**config.mk**
```make
export PLATFORM = sky130hd
export DESIGN_NAME = bus_liveness_sup
export DESIGN_NICKNAME = d
export VERILOG_FILES = /design/src/rtl/bls_pkg.sv /design/src/rtl/bls_tick_wdog.sv /design/src/rtl/bls_poll_seq.sv /design/src/rtl/bus_liveness_sup.sv
export SDC_FILE = /design/constraint.sdc
export NUM_CORES = 1
export LEC_CHECK = 0
export BUFFER_PORTS_ARGS = -buffer_cell sky130_fd_sc_hd__buf_2
export CAP_MARGIN = 25
export CORE_MARGIN = 4
export CORE_UTILIZATION = 55
export CTS_CLUSTER_DIAMETER = 200
export DETAILED_ROUTE_END_ITERATION = 6
export GPL_TIMING_DRIVEN = 0
export PLACE_DENSITY = 0.85
export SETUP_SLACK_MARGIN = 0.15
export SLEW_MARGIN = 20
export SYNTH_ARGS = -nofsm -noshare
export SYNTH_HDL_FRONTEND = slang
export SYNTH_SLANG_ARGS = --single-unit
```
**constraint.sdc**
```tcl
create_clock -name clk -period 4.46 [get_ports clk]
set_input_delay 0.892 -clock clk [delete_from_list [all_inputs] [get_ports clk]]
set_output_delay 0.892 -clock clk [all_outputs]
set_load 0.03 [all_outputs]
```
**src/rtl/bls_pkg.sv**
```systemverilog
package bls_pkg;
  typedef enum logic [1:0] {
    SQ_IDLE  = 2'd0,
    SQ_ISSUE = 2'd1,
    SQ_WAIT  = 2'd2
  } sq_state_t;
endpackage

```
**src/rtl/bls_tick_wdog.sv**
```systemverilog
// Tick counter with deadline compare. RELOAD=1 restarts it on expiry (period
// timer); RELOAD=0 holds it (one-shot watchdog).
module bls_tick_wdog #(
  parameter int LIM_W  = 8,
  parameter bit RELOAD = 1'b0
) (
  input  logic             clk,
  input  logic             rst_n,
  input  logic             en,
  input  logic             tick,
  input  logic             kick,
  input  logic [LIM_W-1:0] limit,
  output logic             expire
);
  logic [LIM_W-1:0] cnt_q, cnt_d, hold_val;
  logic [LIM_W:0]   cnt_inc;
  logic             hit;

  generate
    if (RELOAD) begin : g_reload
      assign hold_val = '0;
    end else begin : g_saturate
      assign hold_val = cnt_q;
    end
  endgenerate

  assign cnt_inc = {1'b0, cnt_q} + 1'b1;
  assign hit     = cnt_inc >= {1'b0, limit};
  assign expire  = en & tick & ~kick & hit;

  always_comb begin
    cnt_d = cnt_q;
    if (!en)       cnt_d = '0;
    else if (kick) cnt_d = '0;
    else if (tick) cnt_d = hit ? hold_val : cnt_inc[LIM_W-1:0];
  end

  always_ff @(posedge clk or negedge rst_n) begin
    if (!rst_n) cnt_q <= '0;
    else        cnt_q <= cnt_d;
  end
endmodule

```
**src/rtl/bls_poll_seq.sv**
```systemverilog
// Walks enabled targets in ascending order, one request outstanding at a time.
module bls_poll_seq
  import bls_pkg::*;
#(
  parameter int N_TGT = 4,
  parameter int ID_W  = 2
) (
  input  logic             clk,
  input  logic             rst_n,
  input  logic             run,
  input  logic             start,
  input  logic [N_TGT-1:0] tgt_en,
  input  logic             rsp_vld,
  input  logic [ID_W-1:0]  rsp_id,
  output logic             issue,
  output logic             waiting,
  output logic             match,
  output logic [ID_W-1:0]  cur_id
);
  sq_state_t       st_q, st_d;
  logic [ID_W-1:0] cur_q, cur_d;
  logic [ID_W-1:0] first_id, nxt_id;
  logic            has_first, has_nxt;

  always_comb begin
    first_id  = '0;
    has_first = 1'b0;
    nxt_id    = '0;
    has_nxt   = 1'b0;
    for (int i = N_TGT - 1; i >= 0; i--) begin
      if (tgt_en[i]) begin
        first_id  = ID_W'(i);
        has_first = 1'b1;
        if (i > int'(cur_q)) begin
          nxt_id  = ID_W'(i);
          has_nxt = 1'b1;
        end
      end
    end
  end

  assign issue   = (st_q == SQ_ISSUE);
  assign waiting = (st_q == SQ_WAIT);
  assign match   = waiting & rsp_vld & (rsp_id == cur_q);
  assign cur_id  = cur_q;

  always_comb begin
    st_d  = st_q;
    cur_d = cur_q;
    if (!run) begin
      st_d = SQ_IDLE;
    end else begin
      unique case (st_q)
        SQ_IDLE: begin
          if (start && has_first) begin
            st_d  = SQ_ISSUE;
            cur_d = first_id;
          end
        end
        SQ_ISSUE: st_d = SQ_WAIT;
        SQ_WAIT: begin
          if (match) begin
            if (has_nxt) begin
              st_d  = SQ_ISSUE;
              cur_d = nxt_id;
            end else begin
              st_d = SQ_IDLE;
            end
          end
        end
        default: st_d = SQ_IDLE;
      endcase
    end
  end

  always_ff @(posedge clk or negedge rst_n) begin
    if (!rst_n) begin
      st_q  <= SQ_IDLE;
      cur_q <= '0;
    end else begin
      st_q  <= st_d;
      cur_q <= cur_d;
    end
  end
endmodule

```
**src/rtl/bus_liveness_sup.sv**
```systemverilog
module bus_liveness_sup #(
  parameter int N_TGT = 4,
  parameter int CNT_W = 12,
  parameter int ID_W  = (N_TGT > 1) ? $clog2(N_TGT) : 1
) (
  input  logic             clk,
  input  logic             rst_n,
  input  logic             tick_i,
  input  logic             ctrl_role_i,
  input  logic             boot_mode_i,
  input  logic [CNT_W-1:0] period_i,
  input  logic [CNT_W-1:0] tmo_norm_i,
  input  logic [CNT_W-1:0] tmo_boot_i,
  input  logic [ID_W-1:0]  own_id_i,
  input  logic [N_TGT-1:0] tgt_en_i,
  input  logic             req_vld_i,
  input  logic [ID_W-1:0]  req_id_i,
  input  logic             rsp_vld_i,
  input  logic [ID_W-1:0]  rsp_id_i,
  output logic             poll_req_o,
  output logic [ID_W-1:0]  poll_id_o,
  output logic             err_trig_o,
  output logic             silenced_o
);
  localparam int WIN_W = CNT_W + 1;

  logic             err_q, err_d;
  logic             ctl_run, tgt_run;
  logic             per_start, rsp_exp, tgt_exp, tgt_kick;
  logic             seq_issue, seq_wait, seq_match;
  logic [CNT_W-1:0] tmo_sel;
  logic [WIN_W-1:0] tgt_window;

  assign ctl_run    = ctrl_role_i & ~err_q;
  assign tgt_run    = ~ctrl_role_i & ~err_q;
  assign tmo_sel    = boot_mode_i ? tmo_boot_i : tmo_norm_i;
  assign tgt_window = {1'b0, period_i} + {2'b00, period_i[CNT_W-1:1]};
  assign tgt_kick   = req_vld_i & (req_id_i == own_id_i);

  bls_tick_wdog #(.LIM_W(CNT_W), .RELOAD(1'b1)) u_period (
    .clk(clk), .rst_n(rst_n), .en(ctl_run), .tick(tick_i), .kick(1'b0),
    .limit(period_i), .expire(per_start)
  );

  bls_poll_seq #(.N_TGT(N_TGT), .ID_W(ID_W)) u_seq (
    .clk(clk), .rst_n(rst_n), .run(ctl_run), .start(per_start),
    .tgt_en(tgt_en_i), .rsp_vld(rsp_vld_i), .rsp_id(rsp_id_i),
    .issue(seq_issue), .waiting(seq_wait), .match(seq_match), .cur_id(poll_id_o)
  );

  bls_tick_wdog #(.LIM_W(CNT_W), .RELOAD(1'b0)) u_reply (
    .clk(clk), .rst_n(rst_n), .en(seq_wait & ~err_q), .tick(tick_i),
    .kick(seq_match), .limit(tmo_sel), .expire(rsp_exp)
  );

  bls_tick_wdog #(.LIM_W(WIN_W), .RELOAD(1'b0)) u_target (
    .clk(clk), .rst_n(rst_n), .en(tgt_run), .tick(tick_i), .kick(tgt_kick),
    .limit(tgt_window), .expire(tgt_exp)
  );

  assign err_d = err_q | rsp_exp | tgt_exp;

  always_ff @(posedge clk or negedge rst_n) begin
    if (!rst_n) err_q <= 1'b0;
    else        err_q <= err_d;
  end

  assign poll_req_o = seq_issue & ctl_run;
  assign err_trig_o = err_q;
  assign silenced_o = err_q;
endmodule

```
==> flow_summary.json <==
{
  "crit_buf_inv": 4,
  "cts_setup_buffers": 0,
  "crit_chain": "buf_2 -> ha_1 -> inv_1 -> fa_1 -> nor2b_1 -> o21a_1 -> o21ai_1 -> nand2_1 -> a221o_1 -> xor2_1 -> ha_1 -> nand3_1 -> or4_4 -> o2111ai_4 -> buf_6 -> buf_8 -> o21ai_1 -> a21oi_1",
  "synth_top_area_share_pct": 25.59,
  "clock-sinks": 42,
  "netSwitchingPower_uw": 273.9,
  "cts.path.max_buffers": 2,
  "switching_share_pct": 29.79,
  "irDropWorstVdd_v": 0.0001518,
  "htreeDepth": 2,
  "clk_transition_reported_paths_ns": 0.08,
  "antenna_found_initial": 0,
  "p_per_area_nw_per_um2": 197.9,
  "grt_pass1_vias": 3575,
  "ys.warnings.count": 0,
  "cts_buffers": 5,
  "synth_ff_type": "dfrtp_1",
  "drive_gt1_share_pct": 16.23,
  "cp.required_ns": 4.69,
  "fp.dieH_um": 94.41,
  "grt_pass1_wl_um": 15710,
  "fp-row-count": 31,
  "die_w_um": 94.41,
  "synth_most_common_cell": "ha_1",
  "slew_viol_final": 0,
  "place_area_um2": 4522,
  "crit_path_max_incr_delay_ns": 0.58,
  "final_util_pct": 64.05,
  "layout.cells.non_filler": 635,
  "drtPass1Iterations": 5,
  "finClkSkew_ns": 0.004542,
  "grt_setup_unrepaired": "no",
  "fillers": 589,
  "p_total_uw": 919.3,
  "ctsHoldBuffers": 0,
  "cp_top_family": "compound AO/OA/AOI/OAI gates",
  "hold_path_class": "flop to flop",
  "slowest_stage": "or4_4",
  "power_leakage_nw": 2.339,
  "internal-power_uw": 645.4,
  "gp_congestion": 0.8642,
  "grt_overflow": 0,
  "synth_edf_count": 0,
  "fin_crit_sh_pct": 91.57,
  "reg2reg_depth": 14,
  "pwr-share-seq_pct": 42.5,
  "maxCapViolCount": 0,
  "comb_power_share_pct": 23.9,
  "dpl.cell_count": 627,
  "clock_latency_ns": 0.31,
  "hpwl_um": 7471,
  "setup_violations": 0,
  "fin_nets": 643,
  "status": "finished, final reports clean",
  "cp.arrival_ns": 4.32,
  "cts-resized-gates": 0,
  "finalCriticalPeriod_ns": 4.084,
  "maxClockFrequency_mhz": 244.9,
  "yosysSeqAreaShare_pct": 25.59,
  "netlist_area_um2": 4106,
  "cts_tree": "built",
  "coreArea_um2": 7253,
  "critical_path_class": "primary input to flop",
  "io_pins": 58,
  "antenna_left": 0,
  "track_usage_pct": 21.80,
  "area_delta_synth_final_pct": 13.13,
  "yosysTopAreaCell": "dfrtp_1",
  "area.sequential_um2": 1051,
  "startpoint_type": "primary input",
  "postSynthAreaPerCell_um2": 8.719,
  "syn_inst": 471,
  "final_area_um2": 4646,
  "hold_viol_final": 0,
  "ys_top_cells_by_count": "ha_1 (54), nand2_1 (52), dfrtp_1 (42)",
  "ys_ff_latch": 42,
  "cp-end-kind": "flop",
  "detail_route.wl_per_cell_um": 15.17,
  "drt_iter0_markers": 146,
  "io_buffers": 57,
  "grt_max_degree": 43,
  "synth.distinct_cells": 62,
  "relSlewSlack_pct": 46.41,
  "die-area_um2": 8912,
  "vias": 3760,
  "diodes": 0,
  "viasPerCell": 5.921,
  "drcViolationCount": 0,
  "yosys-top-cells-area": "dfrtp_1 (26%), ha_1 (16%), xnor2_1 (5.5%)",
  "min_delay_path_depth": 2,
  "cts_root_buf": "clkbuf_8",
  "path_depth": 18,
  "clockPowerShare_pct": 33.6,
  "worst_pin_slew_ns": 0.8039,
  "async_flop_share_pct": 100.0,
  "start_util_pct": 56.62,
  "drt_wl_total_um": 9631,
  "synth_nets": 579,
  "multi_input_area_um2": 2927,
  "path_max_fanout": 10
}
-- routing by layer --
| metal | vias up | global-route usage [%] | part of all wire [%] |
|---|---|---|---|
| met5 | - | 0 | 0 |
| met4 | 0 | 7.702 | 2.1 |
| met3 | 21 | 3.984 | 6.1 |
| met2 | 103 | 37.65 | 48 |
| met1 | 1785 | 27.28 | 44 |
| li1 | 1851 | - | - |
-- sequential cells by signal (all words and copies together) (netlist names) --
signal,count
err_trig_o,1
u_seq.st_q,2
u_period.cnt_q,12
u_seq.cur_id,2
u_reply.cnt_q,12
u_target.cnt_q,13
-- power by group through the flow --
stage / combinational [mW] / sequential, mW / clock (mW)
CTS: 0.218 / 0.391 / 0.312
global route: 0.248 / 0.392 / 0.329
floorplan: 0.137 / 0.400 / 0
finish: 0.220 / 0.391 / 0.308
detailed placement: 0.217 / 0.398 / 0
global placement: 0.204 / 0.398 / 0
-- final cells by class --
| cell class | count | area share [%] |
|---|---|---|
| timing repair buffer | 57 | 6.194 |
| multi-input combinational | 398 | 62.99 |
| tap | 99 | 2.666 |
| clock buffer | 6 | 1.562 |
| buffer | 10 | 1.454 |
| clock inverter | 2 | 0.8080 |
| inverter | 21 | 1.697 |
| sequential | 42 | 22.62 |
-- final timing paths --
kind                                               start  slack, ns                            end
max                                          period_i[0]       0.38  u_target.cnt_q[8]$_DFFE_PN0P_
min                        u_period.cnt_q[7]$_DFFE_PN0P_       0.53  u_period.cnt_q[7]$_DFFE_PN0P_
max reg2reg                u_target.cnt_q[0]$_DFFE_PN0P_       0.95  u_target.cnt_q[8]$_DFFE_PN0P_
min reg2reg                u_period.cnt_q[7]$_DFFE_PN0P_       0.53  u_period.cnt_q[7]$_DFFE_PN0P_
max in group asynchronous                          rst_n       3.50  u_target.cnt_q[6]$_DFFE_PN0P_
min in group asynchronous                          rst_n       0.57    u_seq.cur_id[1]$_DFFE_PN0P_
-- cells in the final DEF, fill, tap and decap left out, types with 3 or more instances in the layout --
cell type	count
clkbuf_8	5
clkbuf_1	6
o21bai_1	3
dfrtp_1	42
nor3_1	5
xnor2_1	26
nand2b_1	17
o21ai_0	15
a31o_1	6
o21ai_1	6
nand4_1	10
a21o_1	9
buf_2	56
a31oi_1	4
nor2b_1	3
inv_1	21
nand2_1	52
nor2_1	29
or3_1	7
nand3_2	3
and3_1	9
xor2_1	21
mux2i_1	14
o211ai_1	9
a21oi_1	33
or4_1	6
nand3_1	13
ha_1	54
a211oi_1	3
-- per-stage QoR --
stage / setup WS [ns] / setup TNS (ns) / hold slack, ns
finish: 0.3760 / 0 / 0.5289
global route: 0.1726 / 0 / 0.5494
floorplan: 0.5535 / 0 / 0.4604
CTS: 0.2667 / 0 / 0.5298
detailed placement: -0.03680 / -0.1106 / 0.5116
global placement: 0.07559 / 0 / 0.4868
-- cell families (layout without fill, tap and decap cells) --
family          after synthesis  after routing  synth area share, %
compound gates              113            113                18.68
fa+ha+maj                    55             55                16.94
buf+inv                      31             96                3.565
simple gates                167            167                21.24
mux                          16             16                3.961
flops                        42             42                25.59
xor+xnor                     47             47                10.02
-- worst register-to-register path, stage by stage (launching register included) --
cell and delay, ns:
dfrtp_1 0.44, ha_1 0.26, nand3_2 0.19, nor2_4 0.16, nand3_2 0.12, or2_1 0.30
xnor2_1 0.16, ha_1 0.32, nand3_1 0.11, or4_4 0.58, o2111ai_4 0.28, buf_6 0.19
buf_8 0.14, o21ai_1 0.06, a21oi_1 0.14
Power figures use the tool's default switching activity.
